File: config.mk
export PLATFORM = sky130hd
export DESIGN_NAME = loc_irq_ctrl
export DESIGN_NICKNAME = d
export VERILOG_FILES = /design/src/rtl/loc_irq_pkg.sv /design/src/rtl/loc_irq_bank.sv /design/src/rtl/loc_irq_line.sv /design/src/rtl/loc_irq_ctrl.sv
export SDC_FILE = /design/constraint.sdc
export NUM_CORES = 1
export LEC_CHECK = 0
export CORE_MARGIN = 2
export CORE_UTILIZATION = 48
export DETAILED_ROUTE_END_ITERATION = 12
export PLACE_DENSITY = 0.71
export SETUP_SLACK_MARGIN = 0.02
export SYNTH_ARGS = -nofsm -noshare
export SYNTH_HDL_FRONTEND = slang
export SYNTH_SLANG_ARGS = --single-unit
File: constraint.sdc
create_clock -name clk -period 5.1 [get_ports clk]
set_input_delay 0.765 -clock clk [delete_from_list [all_inputs] [get_ports clk]]
set_output_delay 0.765 -clock clk [all_outputs]
set_load 0.05 [all_outputs]
File: src/rtl/loc_irq_pkg.sv
package loc_irq_pkg;

    typedef enum logic [1:0] {
        SEL_ENABLE = 2'd0,
        SEL_STATUS = 2'd1,
        SEL_VECTOR = 2'd2,
        SEL_IFACE  = 2'd3
    } reg_sel_e;

    typedef enum logic {
        LINE_IDLE   = 1'b0,
        LINE_RAISED = 1'b1
    } line_state_e;

    localparam int          NUM_EV     = 4;
    localparam int          GLOBAL_BIT = 31;
    localparam int          LOCK_BIT   = 19;
    localparam logic [31:0] EV_MASK    = 32'h0000_0087;
    localparam logic [31:0] EN_WR_MASK = 32'h8000_009F;
    localparam logic [31:0] EN_RESET   = 32'h0000_0008;

    // Status/enable bit for event pulse index
    function automatic logic [31:0] ev_bit(input int idx);
        case (idx)
            0:       return 32'h0000_0001;
            1:       return 32'h0000_0002;
            2:       return 32'h0000_0004;
            default: return 32'h0000_0080;
        endcase
    endfunction

endpackage

File: src/rtl/loc_irq_bank.sv
module loc_irq_bank
    import loc_irq_pkg::*;
(
    input  logic        clk,
    input  logic        rst_n,
    input  logic        en_wr,
    input  logic        sts_wr,
    input  logic [31:0] wdata,
    input  logic [31:0] lane_mask,
    input  logic [31:0] ev_req,
    output logic [31:0] en_q,
    output logic [31:0] sts_q,
    output logic        latched,
    output logic        zero_clear
);
    logic [31:0] gated;
    logic [31:0] clr;
    logic [31:0] en_d;
    logic [31:0] sts_d;

    always_comb begin
        gated      = en_q[GLOBAL_BIT] ? (ev_req & en_q & EV_MASK) : '0;
        clr        = sts_wr ? (wdata & lane_mask & EV_MASK) : '0;
        sts_d      = (sts_q & ~clr) | gated;
        en_d       = en_wr ? ((en_q & ~lane_mask) | (wdata & lane_mask & EN_WR_MASK)) : en_q;
        latched    = |gated;
        zero_clear = (|clr) && (sts_d == '0);
    end

    always_ff @(posedge clk or negedge rst_n) begin
        if (!rst_n) begin
            en_q  <= EN_RESET;
            sts_q <= '0;
        end else begin
            en_q  <= en_d;
            sts_q <= sts_d;
        end
    end

endmodule

File: src/rtl/loc_irq_line.sv
module loc_irq_line
    import loc_irq_pkg::*;
(
    input  logic clk,
    input  logic rst_n,
    input  logic any_latch,
    input  logic any_zero_clear,
    output logic irq_o
);
    line_state_e state_q, state_d;

    always_ff @(posedge clk or negedge rst_n) begin
        if (!rst_n) state_q <= LINE_IDLE;
        else        state_q <= state_d;
    end

    always_comb begin
        state_d = state_q;
        unique case (state_q)
            LINE_IDLE:   if (any_latch) state_d = LINE_RAISED;
            LINE_RAISED: if (!any_latch && any_zero_clear) state_d = LINE_IDLE;
        endcase
    end

    always_comb begin
        irq_o = (state_q == LINE_RAISED);
    end

endmodule

File: src/rtl/loc_irq_ctrl.sv
module loc_irq_ctrl
    import loc_irq_pkg::*;
#(
    parameter int NUM_LOC = 5,
    parameter int LOC_W   = 3,
    parameter int IRQ_NUM = 10
) (
    input  logic                    clk,
    input  logic                    rst_n,
    input  logic                    active_valid,
    input  logic [LOC_W-1:0]        active_loc,
    input  logic [3:0]              ev_vld,
    input  logic [4*LOC_W-1:0]      ev_loc,
    input  logic                    reg_wr,
    input  logic [LOC_W-1:0]        reg_loc,
    input  logic [1:0]              reg_sel,
    input  logic [3:0]              reg_be,
    input  logic [31:0]             reg_wdata,
    input  logic [LOC_W-1:0]        rd_loc,
    input  logic [1:0]              rd_sel,
    output logic [31:0]             rd_data,
    output logic                    irq_o
);
    localparam logic [LOC_W:0] NUM_LOC_V = (LOC_W+1)'(NUM_LOC);
    localparam logic [3:0]     IRQ_V     = 4'(IRQ_NUM);

    generate
        if (IRQ_NUM < 0 || IRQ_NUM > 15) begin : g_bad_irq
            $error("IRQ_NUM out of range 0..15");
        end
        if (NUM_LOC > (1 << LOC_W)) begin : g_bad_loc
            $error("NUM_LOC does not fit LOC_W");
        end
    endgenerate

    reg_sel_e                   wsel, rsel;
    logic                       wr_owner;
    logic [31:0]                lane_mask;
    logic [NUM_LOC-1:0][31:0]   en_pk;
    logic [NUM_LOC-1:0][31:0]   sts_pk;
    logic [NUM_LOC-1:0]         latch_v;
    logic [NUM_LOC-1:0]         zc_v;
    logic                       lock_q;

    always_comb begin
        wsel     = reg_sel_e'(reg_sel);
        rsel     = reg_sel_e'(rd_sel);
        wr_owner = active_valid && (reg_loc == active_loc) && ({1'b0, reg_loc} < NUM_LOC_V);
        for (int b = 0; b < 4; b++) lane_mask[b*8 +: 8] = {8{reg_be[b]}};
    end

    for (genvar l = 0; l < NUM_LOC; l++) begin : g_loc
        logic [31:0] req;
        logic        en_wr, sts_wr;

        always_comb begin
            req = '0;
            for (int e = 0; e < NUM_EV; e++) begin
                if (ev_vld[e] && (ev_loc[e*LOC_W +: LOC_W] == LOC_W'(l))) req = req | ev_bit(e);
            end
            en_wr  = reg_wr && wr_owner && (reg_loc == LOC_W'(l)) && (wsel == SEL_ENABLE);
            sts_wr = reg_wr && wr_owner && (reg_loc == LOC_W'(l)) && (wsel == SEL_STATUS);
        end

        loc_irq_bank u_bank (
            .clk        (clk),
            .rst_n      (rst_n),
            .en_wr      (en_wr),
            .sts_wr     (sts_wr),
            .wdata      (reg_wdata),
            .lane_mask  (lane_mask),
            .ev_req     (req),
            .en_q       (en_pk[l]),
            .sts_q      (sts_pk[l]),
            .latched    (latch_v[l]),
            .zero_clear (zc_v[l])
        );
    end

    loc_irq_line u_line (
        .clk            (clk),
        .rst_n          (rst_n),
        .any_latch      (|latch_v),
        .any_zero_clear (|zc_v),
        .irq_o          (irq_o)
    );

    always_ff @(posedge clk or negedge rst_n) begin
        if (!rst_n) lock_q <= 1'b0;
        else if (reg_wr && wsel == SEL_IFACE && reg_be[2] && reg_wdata[LOCK_BIT]) lock_q <= 1'b1;
    end

    always_comb begin
        rd_data = '0;
        unique case (rsel)
            SEL_ENABLE: if ({1'b0, rd_loc} < NUM_LOC_V) rd_data = en_pk[rd_loc];
            SEL_STATUS: if ({1'b0, rd_loc} < NUM_LOC_V) rd_data = sts_pk[rd_loc];
            SEL_VECTOR: rd_data = {28'b0, IRQ_V};
            SEL_IFACE:  rd_data[LOCK_BIT] = lock_q;
        endcase
    end

endmodule

==> impl_metrics.ini <==
[yosys]
netlist_instances = 663
synth_edf_count = 0
synth_warnings = 0
ys_ff_latch = 182
synth_top_family_by_area = simple AND/OR/NAND/NOR gates
synth_cell_types = 45
syn_area_sq_mm = 0.008001
synth-simple-area-share_pct = 21.38
ys.flop_type = dfrtp_1
yosys.area_share.adder_pct = 0
synth-xor-area-share_pct = 0
synth_mux_area_share_pct = 12.24
postSynthAreaPerCell_sq_um = 12.07
synth_compound_area_share_pct = 7.725
syn-num-nets = 732
ys_async_sr_fraction_pct = 100.0
yosysSeqAreaShare_pct = 57.00

[routing]
drt_iter0_markers = 455
drc = 0
drtAntennaViolNets = 0
first_pass_iters = 5
wl_per_cell_um = 21.57
finalWirelength_um = 21050
vias = 5665
post_drt_via_cell_ratio = 5.804

[global_routing]
grt-ovfl-total = 0
grt_pass1_vias = 6324
grt_max_degree = 108
antenna_found_initial = 0
grt_pass1_wl_um = 34720
track_usage_pct = 25.62

[sta]
hold_ws_ns = 0.4488
max_freq_mhz = 241.5
final.setup_skew_ns = 0.005803
tns_ns = 0
slew_violations = 0
period_share_pct = 81.21
period_minus_slack_ns = 4.142
rsz0062_at_grt = false
hold_viol = 0
setup_viol = 0
relSlewSlack_pct = 35.41
worst-slew-pin-transition_ns = 0.9689

[pwr]
power_density_mw_per_mm2 = 306.3
sw_frac_of_total_pct = 23.13
power.leakage_nw = 4.318
p_sw_mw = 0.6787
p_int_mw = 2.256
pwr-share-seq_pct = 49.6
total_power_mw = 2.934
ir_worst_vdd_mv = 0.2836
clockPowerShare_pct = 44.6
p_comb_share_pct = 5.8

[cts]
post_cts_buffers = 0
root_buffer = clkbuf_16
insertion_delay_ns = 0.42
clk_pin_slew_worst_paths_ns = 0.07
cts.sinks = 182
htreeDepth = 4
cts_resized = 0
cts_hold_buf = 0
cts_buffer_depth = 2
cts_made_buffers = 17
tritoncts = done

[setup_path]
path_class = input pin to primary output
cp-start-kind = input pin
arrival_ns = 3.38
crit_path_end_kind = primary output
cp_max_fo = 23
critical_path_required_ns = 4.34

[layout]
final_common_cell = dfrtp_1
most-common-layout-cells = dfrtp_1, and2_1, clkdlybuf4s50_1
area_growth_pct = 19.73
nets = 812
stdcell_area_sq_mm = 0.009580
insertedDiodeCount = 0
drive_gt1_share_pct = 14.55
num-fill-cells = 1379

[worst_hold_path]
hp-class = input pin to async pin

[die]
ios = 102
core_sq_mm = 0.01647
die_w_um = 133.1
die_area_sq_mm = 0.01772
fp-row-count = 47
start_util_pct = 48.59
die-height_um = 133.1

[status]
status = finished, final reports clean

[placement]
gp_congestion = 0.8706
io_buffers = 77
hpwl_um = 14280
post_dp_cell_area_sq_mm = 0.008995

[run]
cap_violations = 0
[path summary, 6_finish.rpt]
check | from | cells after the start | endpoint | slack (ns)
setup / recovery | rd_loc[2] | 7 | rd_data[19] | 0.96
hold / removal | rst_n | 1 | g_loc[4].u_bank.sts_q[7]$_DFF_PN0_ | 0.45
setup reg to reg | flop | 6 | u_line.irq_o$_DFF_PN0_ | 3.07
hold reg to reg | g_loc[0].u_bank.en_q[5]$_DFFE_PN0P_ | 1 | g_loc[0].u_bank.en_q[5]$_DFFE_PN0P_ | 0.48
max in group asynchronous | rst_n | 2 | g_loc[3].u_bank.en_q[24]$_DFFE_PN0P_ | 3.51
min in group clk | g_loc[0].u_bank.en_q[5]$_DFFE_PN0P_ | 1 | g_loc[0].u_bank.en_q[5]$_DFFE_PN0P_ | 0.48
[through the flow]
| step | setup slack (ns) | utilization, % | std cells |
|---|---|---|---|
| global placement | 1.009 | 54.63 | 944 |
| global route | 0.8705 | 58.18 | 976 |
| finish | 0.9584 | 58.18 | 976 |
| floorplan | 1.649 | - | 663 |
| detailed placement | 1.010 | 54.63 | 944 |
| CTS | 0.9933 | 58.18 | 976 |
[critical path, cell delays in order]
cell             delay, ns
clkdlybuf4s50_1       0.47
inv_2                 0.22
nor3_4                0.24
buf_4                 0.30
a22oi_1               0.14
o21ai_0               0.33
clkdlybuf4s50_1       0.88
[Yosys cell counts (all sizes together) (2+ instances only)]
master  instances  share of area (%)
nand3           9               0.56
a22oi          38                3.6
nand4          13                1.0
nand4b          2               0.22
a31o            2               0.22
o22ai           3               0.23
nor2b           6               0.47
mux4           36                 10
inv             5               0.23
a222oi          3               0.38
nand2          65                3.0
nor3b           3               0.28
dfstp           5                1.6
nand2b         12               0.94
nor4            6               0.92
clkbuf         10               0.47
dfrtp         177                 55
and4            4               0.44
buf            14               0.91
o21ai          43                2.7
a21oi           2               0.13
nor3           10               0.81
and3            2               0.16
or2             3               0.27
mux2           15                2.1
nor2           38                1.8
a221oi          2               0.22
and2          126                9.9
[routing by layer]
metal | GRT usage [%] | vias up | wire (um)
li1 | - | 2519 | -
met1 | 35.18 | 2910 | 9226
met2 | 40.96 | 194 | 10170
met3 | 5.365 | 42 | 1135
met4 | 9.397 | 0 | 522
met5 | 0 | - | 0
[layout make-up]
cell class | count | area (sq um) | share of cell area (%)
sequential | 182 | 4561 | 47.60
multi-input combinational | 451 | 3314 | 34.60
timing repair buffer | 85 | 822.0 | 8.580
clock buffer | 24 | 501.7 | 5.237
tap | 220 | 275.3 | 2.873
clock inverter | 8 | 83.83 | 0.8750
inverter | 6 | 22.52 | 0.2351
[power groups by stage]
stage / sequential [mW] / clock, mW / combinational, mW
global placement: 1.48 / 0 / 0.167
floorplan: 1.48 / 0 / 0.0664
global route: 1.46 / 1.40 / 0.185
CTS: 1.46 / 1.32 / 0.172
finish: 1.46 / 1.31 / 0.170
detailed placement: 1.48 / 0 / 0.171
[kinds of logic (layout without fill, tap and decap cells)]
| group | count (synthesis) | count (layout) |
|---|---|---|
| AO/OA/AOI/OAI | 96 | 96 |
| buffers and inverters | 30 | 123 |
| flip-flops | 182 | 182 |
| multiplexers | 51 | 51 |
| AND/OR/NAND/NOR | 304 | 304 |
(Power assumes the default switching activity.)
